==> src/rtl/perm_chk_pkg.sv <==
package perm_chk_pkg;

   localparam int unsigned PTE_W        = 32;
   localparam int unsigned DOM_IDX_LSB  = 4;
   localparam int unsigned DOM_IDX_W    = 4;
   localparam int unsigned HALF_BITS    = 16;

   localparam int unsigned OFS_DOM_BASE = 'h0B0;
   localparam int unsigned OFS_IRQ_EN   = 'h100;
   localparam int unsigned OFS_IRQ_CLR  = 'h104;
   localparam int unsigned OFS_IRQ_STAT = 'h108;
   localparam int unsigned OFS_ERR_ADDR = 'h110;
   localparam int unsigned OFS_ERR_DATA = 'h150;

   // bit position of a deny flag inside a packed domain register
   function automatic int unsigned deny_bit(int unsigned dom, int unsigned mst, bit is_wr);
      return (dom % 2) * HALF_BITS + 2 * mst + (is_wr ? 1 : 0);
   endfunction

endpackage

==> src/rtl/perm_decide.sv <==
module perm_decide
   import perm_chk_pkg::*;
#(
   parameter int unsigned NUM_MASTERS = 6,
   parameter int unsigned NUM_DOMAINS = 16,
   parameter int unsigned MID_W       = 3
) (
   input  logic                                   clk,
   input  logic                                   rst_n,
   input  logic                                   req_valid,
   input  logic [MID_W-1:0]                       req_master,
   input  logic                                   req_write,
   input  logic [PTE_W-1:0]                       req_pte,
   input  logic [NUM_DOMAINS-1:0][NUM_MASTERS-1:0] rd_deny_i,
   input  logic [NUM_DOMAINS-1:0][NUM_MASTERS-1:0] wr_deny_i,
   output logic                                   resp_valid_o,
   output logic                                   resp_deny_o,
   output logic [NUM_MASTERS-1:0]                 fault_o
);

   logic [DOM_IDX_W-1:0] dom;
   logic                 mst_ok;
   logic                 deny;

   assign dom    = req_pte[DOM_IDX_LSB +: DOM_IDX_W];
   assign mst_ok = (32'(req_master) < NUM_MASTERS);

   always_comb begin
      deny = 1'b1;
      if (mst_ok && 32'(dom) < NUM_DOMAINS) begin
         deny = req_write ? wr_deny_i[dom][req_master] : rd_deny_i[dom][req_master];
      end
   end

   for (genvar m = 0; m < NUM_MASTERS; m++) begin : g_fault
      assign fault_o[m] = req_valid && deny && (req_master == MID_W'(m));
   end

   always_ff @(posedge clk or negedge rst_n) begin
      if (!rst_n) begin
         resp_valid_o <= 1'b0;
         resp_deny_o  <= 1'b0;
      end else begin
         resp_valid_o <= req_valid;
         resp_deny_o  <= req_valid && deny;
      end
   end

   assert_resp_follows_req_R1: assert property (@(posedge clk) disable iff (!rst_n)
      req_valid |=> resp_valid_o);

   assert_bad_master_denied_R9: assert property (@(posedge clk) disable iff (!rst_n)
      (req_valid && !mst_ok) |=> resp_deny_o);

   assert_fault_matches_verdict_R3: assert property (@(posedge clk) disable iff (!rst_n)
      (|fault_o) |=> (resp_valid_o && resp_deny_o));

endmodule

==> config.mk <==
export PLATFORM = sky130hd
export DESIGN_NAME = perm_decide
export DESIGN_NICKNAME = d
export VERILOG_FILES = /design/src/rtl/perm_chk_pkg.sv /design/src/rtl/perm_decide.sv
export SDC_FILE = /design/constraint.sdc
export NUM_CORES = 1
export LEC_CHECK = 0
export BUFFER_PORTS_ARGS = -buffer_cell sky130_fd_sc_hd__buf_2
export CAP_MARGIN = 20
export CORE_AREA = 2 2 93 95
export CTS_CLUSTER_SIZE = 14
export DETAILED_ROUTE_END_ITERATION = 16
export DIE_AREA = 0 0 95 97
export SYNTH_ARGS = -nofsm -noshare
export SYNTH_HDL_FRONTEND = slang
export SYNTH_SLANG_ARGS = --single-unit
==> constraint.sdc <==
create_clock -name clk -period 3.1 [get_ports clk]
set_input_delay 0.62 -clock clk [delete_from_list [all_inputs] [get_ports clk]]
set_output_delay 0.62 -clock clk [all_outputs]
set_load 0.01 [all_outputs]
# Yosys cells after proc, flatten, opt, wreduce, memory -nomap -nowiden
# Cells that the tools add are included.
[word_totals] register_bits=2 in_bits=231 out_inout_bits=8 elab_cells=28
[op_classes] magnitude_cmp=3 eq_ne=5 n_mux=10 reduce_logical=8
[op_table] operator="$bmux W6 S4" count=2
[op_table] operator="$mux W6" count=2
[op_table] operator="$logic_and A1 B1 Y1" count=7
[op_table] operator="$bmux W1 S3" count=2
[op_table] operator="$eq A3 B2 Y1 const B" count=2
[op_table] operator="$eq A3 B3 Y1 const B" count=2
[op_table] operator="$lt A4 B5 Y1 const B" count=1
[op_table] operator="$lt A3 B4 Y1 const B" count=1
[op_table] operator="$mux W1" count=4
[op_table] operator="$eq A3 B1 Y1 const B" count=1
[op_table] operator="$logic_not A3 Y1" count=1
[op_table] operator="$lt A3 B3 Y1 const B" count=1

# Longest topological paths before layout
# Gate-level depths: netlist of the first run.
[depth] ltp_word=8 mapped_depth=10 depth_no_buf=6

# Worst setup path before layout of the first run
# Ideal clock, no wire load.
[synth_timing] path_kind="input port to output port" start="input port req_pte[5]" end="output port fault_o[4]" arrival_ns=2.356 required_time_ns=2.480 setup_slack_ns=0.124 cell_stages=10 path_buffers=4 path_cell_list="buf_2 -> buf_4 -> buf_2 -> buf_2 -> mux4_2 -> mux2_2 -> nand2_1 -> o2111ai_1 -> nand4_1 -> nor4_1"
[synth_via] elab_chain_cells=8 word_cells_on_any_way=12 classes_between="10 x mux; 2 x reduce/logical"
[synth_rtl] item="start: declaration" line="perm_decide.sv:13" text="input logic [PTE_W-1:0] req_pte,"
[synth_rtl] item="$bmux W6 S4" line="perm_decide.sv:31" text="deny = req_write ? wr_deny_i[dom][req_master] : rd_deny_i[dom][req_master];"
[synth_rtl] item="$mux W6 (implied by the code)" line="perm_decide.sv:31"
[synth_rtl] item="$bmux W1 S3" line="perm_decide.sv:31"
[synth_rtl] item="$mux W1 (implied by the code)" line="perm_decide.sv:31"
[synth_rtl] item="$mux W1 (*)" line="perm_decide.sv:31"
[synth_rtl] item="$mux W1 (*)" line="perm_decide.sv:30" text="if (mst_ok && 32'(dom) < NUM_DOMAINS) begin"
[synth_rtl] item="$logic_and A1 B1 Y1 (*) (2 in series)" line="perm_decide.sv:36" text="assign fault_o[m] = req_valid && deny && (req_master == MID_W'(m));"
[synth_rtl] item="end: declaration" line="perm_decide.sv:18" text="output logic [NUM_MASTERS-1:0] fault_o"
# Mark *: on every way between the ends. The rest lies on a longest branch, timed or not. The select of a mux whose other input is x is not followed.

# Final worst setup path of the first run
[layout_timing] start="input port req_pte[4]" end="output port fault_o[1]"
# The elaborated chain is that of the path after synthesis.

==> reports/metrics.csv, run 1 <==
metric;value;unit
Final HPWL DP;7.63;mm
# rows;33;
cts hold-fix bufs;0;
area of the multi-input gates;1790;um2
max-cap check violation count;0;
post-synthesis simple-gate area fraction;11.4;%
top cells by area, synth;mux4_2 36%, mux2i_1 18%, mux4_1 5.7%;
Power Density;169;nW/um2
Req. time, crit path;2480;ps
Tot GR Track Use;18.7;%
CP arrival;2430;ps
Pre-Repair DR Iteration Count;4;
Compound-Gate Fraction of Synth Area;16.6;%
crit-path max FO;6;
Netlist cell types;38;
antenna cell count;0;
Storage cell area;50.0;um2
Final Hold Viols;0;
Port Buffer Count;210;
Die Height;97;um
post-synthesis mux area share;61.5;%
post-route clock period utilization;98.3;%
Syn Std Cell Area;1860;um2
Highest Clock Rate;328;MHz
Die W;95;um
Yosys top cell area share;36.4;%
CTS tree;built;
GRT met3 Usage;2.80;%
vias in the first global route;2732;
Post-synth top flop;dfrtp_1;
ys async rst share;100;%
crit end category;output port;
Worst-Margin Slew;409;ps
Vias/cell;5.02;
Rel. slew slack;72.3;%
Fillers;827;
Layout Nets;638;
largest net degree at the start of global routing;15;
outcome;finished clean;
post-synth top area cell;mux4_2;
Core Region;8130;um2
initial DRC count;56;
CP most frequent cell;mux4_2;
routed len/inst;17.3;um
GR peak layer;met2;
CTS sink count;2;
Critical Path Max Stage Delay;500;ps
final instance area;3490;um2
Final WS setup;51.8;ps
first-pass GRT wire length;13.3;mm
min-delay worst type;in -> async;
fin util;42.9;%
die area;9220;um2
PnR Total Power;591;uW
commonest non-fill, non-tap cell in the layout;buf_2;
Slew Viols, Final;0;
xor and xnor fraction of the mapped netlist area;0;%
FF+latch count, synth;2;
Leak;1.71;nW
num ports;239;
met2 GRT Util;35.8;%
critical path, cell by cell;buf_12 > mux4_2 > mux4_2 > and3_4 > nor4_4 > buf_4 > nor3_1 > buf_2;
Crit Path Class;in -> out;
initial antenna violation count;0;
largest family of logic cells by synthesized area;multiplexers;
RSZ-0062 raised after global routing;yes;
drt drc;0;
hold_ws;191;ps
YS warnings;0;
crit path launch type;primary input;
grt total ovfl;0;
Worst path slowest cell;mux4_2;
CTS Buffer Depth;2;
dpl cell area;3200;um2
clock-pin slew on the worst setup and hold paths;30;ps
CTS buffer count;3;
Finish-stage setup viols;0;
Area Growth Syn to Fin;87.9;%
CTS Root Cell;clkbuf_8;
VDD IR max;0.0653;mV
Initial Util;22.8;%
H-tree Lvls;1;
most frequent cells in the layout;208 x buf_2, 33 x mux4_2, 31 x buf_4;
adder-cell share of the synthesized area;0;%
via count;2560;
gp weighted congestion;0.729;
grt met1 use;21.0;%
worst slack at placement;-244;ps
register area share after synthesis;2.69;%
Cells after Synth;170;
number of synthesized flops with an enable pin;0;
syn avg cell area;10.9;um2
layout cell share with drive strength beyond 1;77.5;%
final wirelength;8.81;mm
final critical-path required period;3050;ps
Final ANT Viol Nets;0;
syn_nets;401;
-- flip-flops by register name, indices dropped and copies added, names as in the netlist --
name          flops
resp_deny_o       1
resp_valid_o      1
-- Yosys cell counts (all sizes together) (2+ instances only) --
cell type   n
a211oi      3
a21oi       3
a221oi      6
a22oi      11
buf        14
clkbuf      4
dfrtp       2
inv         3
mux2        2
mux2i      34
mux4       34
nand2       5
nand2b      6
nand3       7
nor2        5
nor2b       3
nor3        4
nor4        3
o2111ai     5
o21ai       2
o22ai       2
o311ai      2
o31ai       3
-- power by group --
part / internal [mW] / total [mW] / leakage (nW) / switching, mW
logic: 0.276 / 0.460 / 1.67 / 0.185
registers: 0.0284 / 0.0291 / 0.0244 / 0.000673
clock network: 0.0820 / 0.102 / 0.0216 / 0.0200
-- final timing paths --
check	from	endpoint	depth (start not counted)
worst max-delay path	req_pte[4]	fault_o[1]	8
worst min-delay path	rst_n	resp_deny_o$_DFF_PN0_	1
max in group asynchronous	rst_n	resp_valid_o$_DFF_PN0_	1
min in group clk	req_valid	resp_valid_o$_DFF_PN0_	1
-- critical path, delay by kind of cell --
family,cells,cell delay [ps]
and+or+nand+nor,3,370
muxes,2,990
buffers and inverters,3,430
-- metrics by stage --
step	instances	TNS [ps]
CTS	509	-127
global route	510	-131
detailed placement	502	-1350
floorplan	170	0
finish	510	0
global placement	502	-1360
-- per-layer routing --
metal / routed length [um] / vias to the layer above / share of wire (%)
li1: - / 1209 / -
met1: 3280 / 1196 / 37
met2: 4670 / 145 / 53
met3: 748 / 10 / 8.5
met4: 108 / 0 / 1.2
met5: 0 / - / 0
-- layout make-up --
class / instances / area share (%)
Sequential cell: 2 / 1.43
Inverter: 3 / 0.323
Tap cell: 105 / 3.76
Multi-Input combinational cell: 147 / 51.3
Clock buffer: 3 / 1.18
Timing Repair Buffer: 250 / 42.0
-- what timing repair did --
action | in CTS | in global routing
pin swaps | 4 | 8
buffers inserted | 3 | 1
gates resized for setup | 31 | 14
endpoints found under the setup margin | 6 | 6
cloned | 2 | 0
-- kinds of logic after synthesis --
logic type | count (synthesis)
muxes | 70
AOI/OAI and AO/OA | 40
and+or+nand+nor | 37
buffers and inverters | 21
DFF | 2
Power figures use the tool's default switching activity.
==> run 2: changes to the inputs <==
--- a/config.mk
+++ b/config.mk
@@ -8,6 +8,7 @@
 export BUFFER_PORTS_ARGS = -buffer_cell sky130_fd_sc_hd__buf_2
 export CAP_MARGIN = 20
 export CORE_AREA = 2 2 93 95
+export CTS_BUF_LIST = sky130_fd_sc_hd__clkbuf_4
 export CTS_CLUSTER_SIZE = 14
 export DETAILED_ROUTE_END_ITERATION = 16
 export DIE_AREA = 0 0 95 97
==> run 2 against run 1 <==
  * Worst hold slack worse by 14 ps
  * Final cell count is the same
  * Non-clock buffer count unchanged
  * Clock power is 44% lower
  * Sequential share of layout area barely moved
  * Clock-buffer cell count is the same
  * Fmax decreased by 1.2%
  * Flip-flop and latch count unchanged
  * Power decreased by 7.3%
  * Critical path type unchanged
  * Critical endpoint unchanged
  * Largest power group unchanged
==> reports/metrics.csv, run 2 (synthesis gave the netlist of run 1 again) <==
metric;value;unit;change
outcome;finished clean;;unchanged
grt total ovfl;0;;unchanged
Port Buffer Count;210;;unchanged
Layout Nets;638;;unchanged
Highest Clock Rate;324;MHz;was 328 MHz
Req. time, crit path;2480;ps;about the same
Initial Util;22.8;%;unchanged
num ports;239;;unchanged
Final HPWL DP;7.63;mm;unchanged
CP arrival;2460;ps;was 2430 ps
Fillers;834;;was 827
most frequent cells in the layout;208 x buf_2, 33 x mux4_2, 30 x mux2i_1, 30 x buf_4, 10 x a22oi_1;;was 208 x buf_2, 33 x mux4_2, 31 x buf_4
critical path, cell by cell;buf_16 > buf_6 > mux4_2 > or3_4 > o31ai_4 > a211oi_2 > o311ai_4 > nor3_2 > buf_2;;was buf_12 > mux4_2 > mux4_2 > and3_4 > nor4_4 > buf_4 > nor3_1 > buf_2
antenna cell count;0;;unchanged
worst slack at placement;-244;ps;unchanged
CTS Root Cell;clkbuf_4;;was clkbuf_8
Core Region;8130;um2;unchanged
H-tree Lvls;1;;unchanged
largest net degree at the start of global routing;15;;unchanged
first-pass GRT wire length;13.4;mm;was 13.3 mm
VDD IR max;0.0597;mV;was 0.0653 mV
drt drc;0;;unchanged
crit-path max FO;6;;unchanged
area of the multi-input gates;1800;um2;was 1790 um2
layout cell share with drive strength beyond 1;77.8;%;was 77.5%
Die Height;97;um;unchanged
routed len/inst;17.2;um;was 17.3 um
Crit Path Class;in -> out;;unchanged
initial DRC count;79;;was 56
final cell count without fillers;510;;unchanged
vias in the first global route;2745;;was 2732
crit end category;output port;;unchanged
Tot GR Track Use;18.7;%;about the same
min-delay worst type;in -> async;;unchanged
Rel. slew slack;70.5;%;was 72.3%
post-route clock period utilization;99.5;%;was 98.3%
Storage cell area;50.0;um2;unchanged
Leak;1.71;nW;about the same
Area Growth Syn to Fin;87.5;%;was 87.9%
clock-pin slew on the worst setup and hold paths;30;ps;about the same
gp weighted congestion;0.729;;unchanged
Die W;95;um;unchanged
Critical Path Max Stage Delay;480;ps;was 500 ps
Finish-stage setup viols;0;;unchanged
Worst path depth;9;;was 8
CTS tree;built;;unchanged
# rows;33;;unchanged
placed insts;502;;unchanged
Buf+Inv Stages, Crit Path;3;;unchanged
CTS Buffer Depth;2;;unchanged
initial antenna violation count;0;;unchanged
Vias/cell;5.05;;was 5.02
crit path launch type;primary input;;unchanged
Largest regs;resp_deny_o x1, resp_valid_o x1;;unchanged
die area;9220;um2;unchanged
Crit path max-delay family;compound AO/OA/AOI/OAI gates;;was multiplexers
Slew Viols, Final;0;;unchanged
CTS buffer count;3;;unchanged
Pre-Repair DR Iteration Count;4;;unchanged
final critical-path required period;3080;ps;was 3050 ps
final wirelength;8.78;mm;was 8.81 mm
Worst path slowest cell;mux4_2;;unchanged
max-cap check violation count;0;;unchanged
CTS sink count;2;;unchanged
Final ANT Viol Nets;0;;unchanged
Power Density;157;nW/um2;was 169 nW/um2
commonest non-fill, non-tap cell in the layout;buf_2;;unchanged
Final Hold Viols;0;;unchanged
via count;2573;;was 2560
RSZ-0062 raised after global routing;yes;;unchanged
Final WS setup;16.0;ps;was 51.8 ps
Worst-Margin Slew;435;ps;was 409 ps
## run 2: cell type report
class / instances / share of cell area, %
Inverter: 3 / 0.323
Timing Repair Buffer: 250 / 42.3
Multi-Input combinational cell: 147 / 51.5
Clock buffer: 3 / 0.647
Tap cell: 105 / 3.77
Sequential cell: 2 / 1.44
## run 2: metal layers
metal | GRT usage (%) | wire [um]
met2 | 36.1 | 4660
met5 | 0 | 0
met4 | 3.79 | 65
met1 | 20.8 | 3230
met3 | 3.04 | 824
## run 2: metrics by stage
| stage | setup TNS, ps | hold WS [ps] | util (%) | area (um2) | power, mW |
|---|---|---|---|---|---|
| after detailed placement | -1350 | 411 | 39.3 | 3200 | 0.446 |
| after floorplan | 0 | 324 | - | 1860 | 0.242 |
| after global placement | -1360 | 404 | 39.3 | 3200 | 0.437 |
| final | 0 | 177 | 42.8 | 3480 | 0.548 |
| after CTS | -127 | 173 | 41.9 | 3400 | 0.542 |
| after global routing | -151 | 164 | 42.8 | 3480 | 0.597 |
## run 2: path summary, 6_finish.rpt
kind / from / endpoint / slack (ps)
max in group asynchronous: rst_n / resp_deny_o$_DFF_PN0_ / 2820
min in group clk: req_valid / resp_valid_o$_DFF_PN0_ / 580
hold / removal: rst_n / resp_valid_o$_DFF_PN0_ / 180
setup / recovery: req_pte[4] / fault_o[1] / 20
## run 2: repair_timing
action | 4_1_cts | 5_1_grt
gates resized for setup | 31 | 17
cloned | 2 | 0
pin swaps | 4 | 11
buffers inserted | 3 | 1
endpoints found under the setup margin | 6 | 6
hold buffers | 0 | 0
## run 2: report_power, final
| part | total (mW) | leakage, nW | internal [mW] | switching [mW] |
|---|---|---|---|---|
| sequential | 0.0291 | 0.0244 | 0.0284 | 0.000643 |
| clock | 0.0576 | 0.0138 | 0.0427 | 0.0150 |
| combinational | 0.461 | 1.67 | 0.277 | 0.185 |
| total | 0.548 | 1.71 | 0.348 | 0.200 |
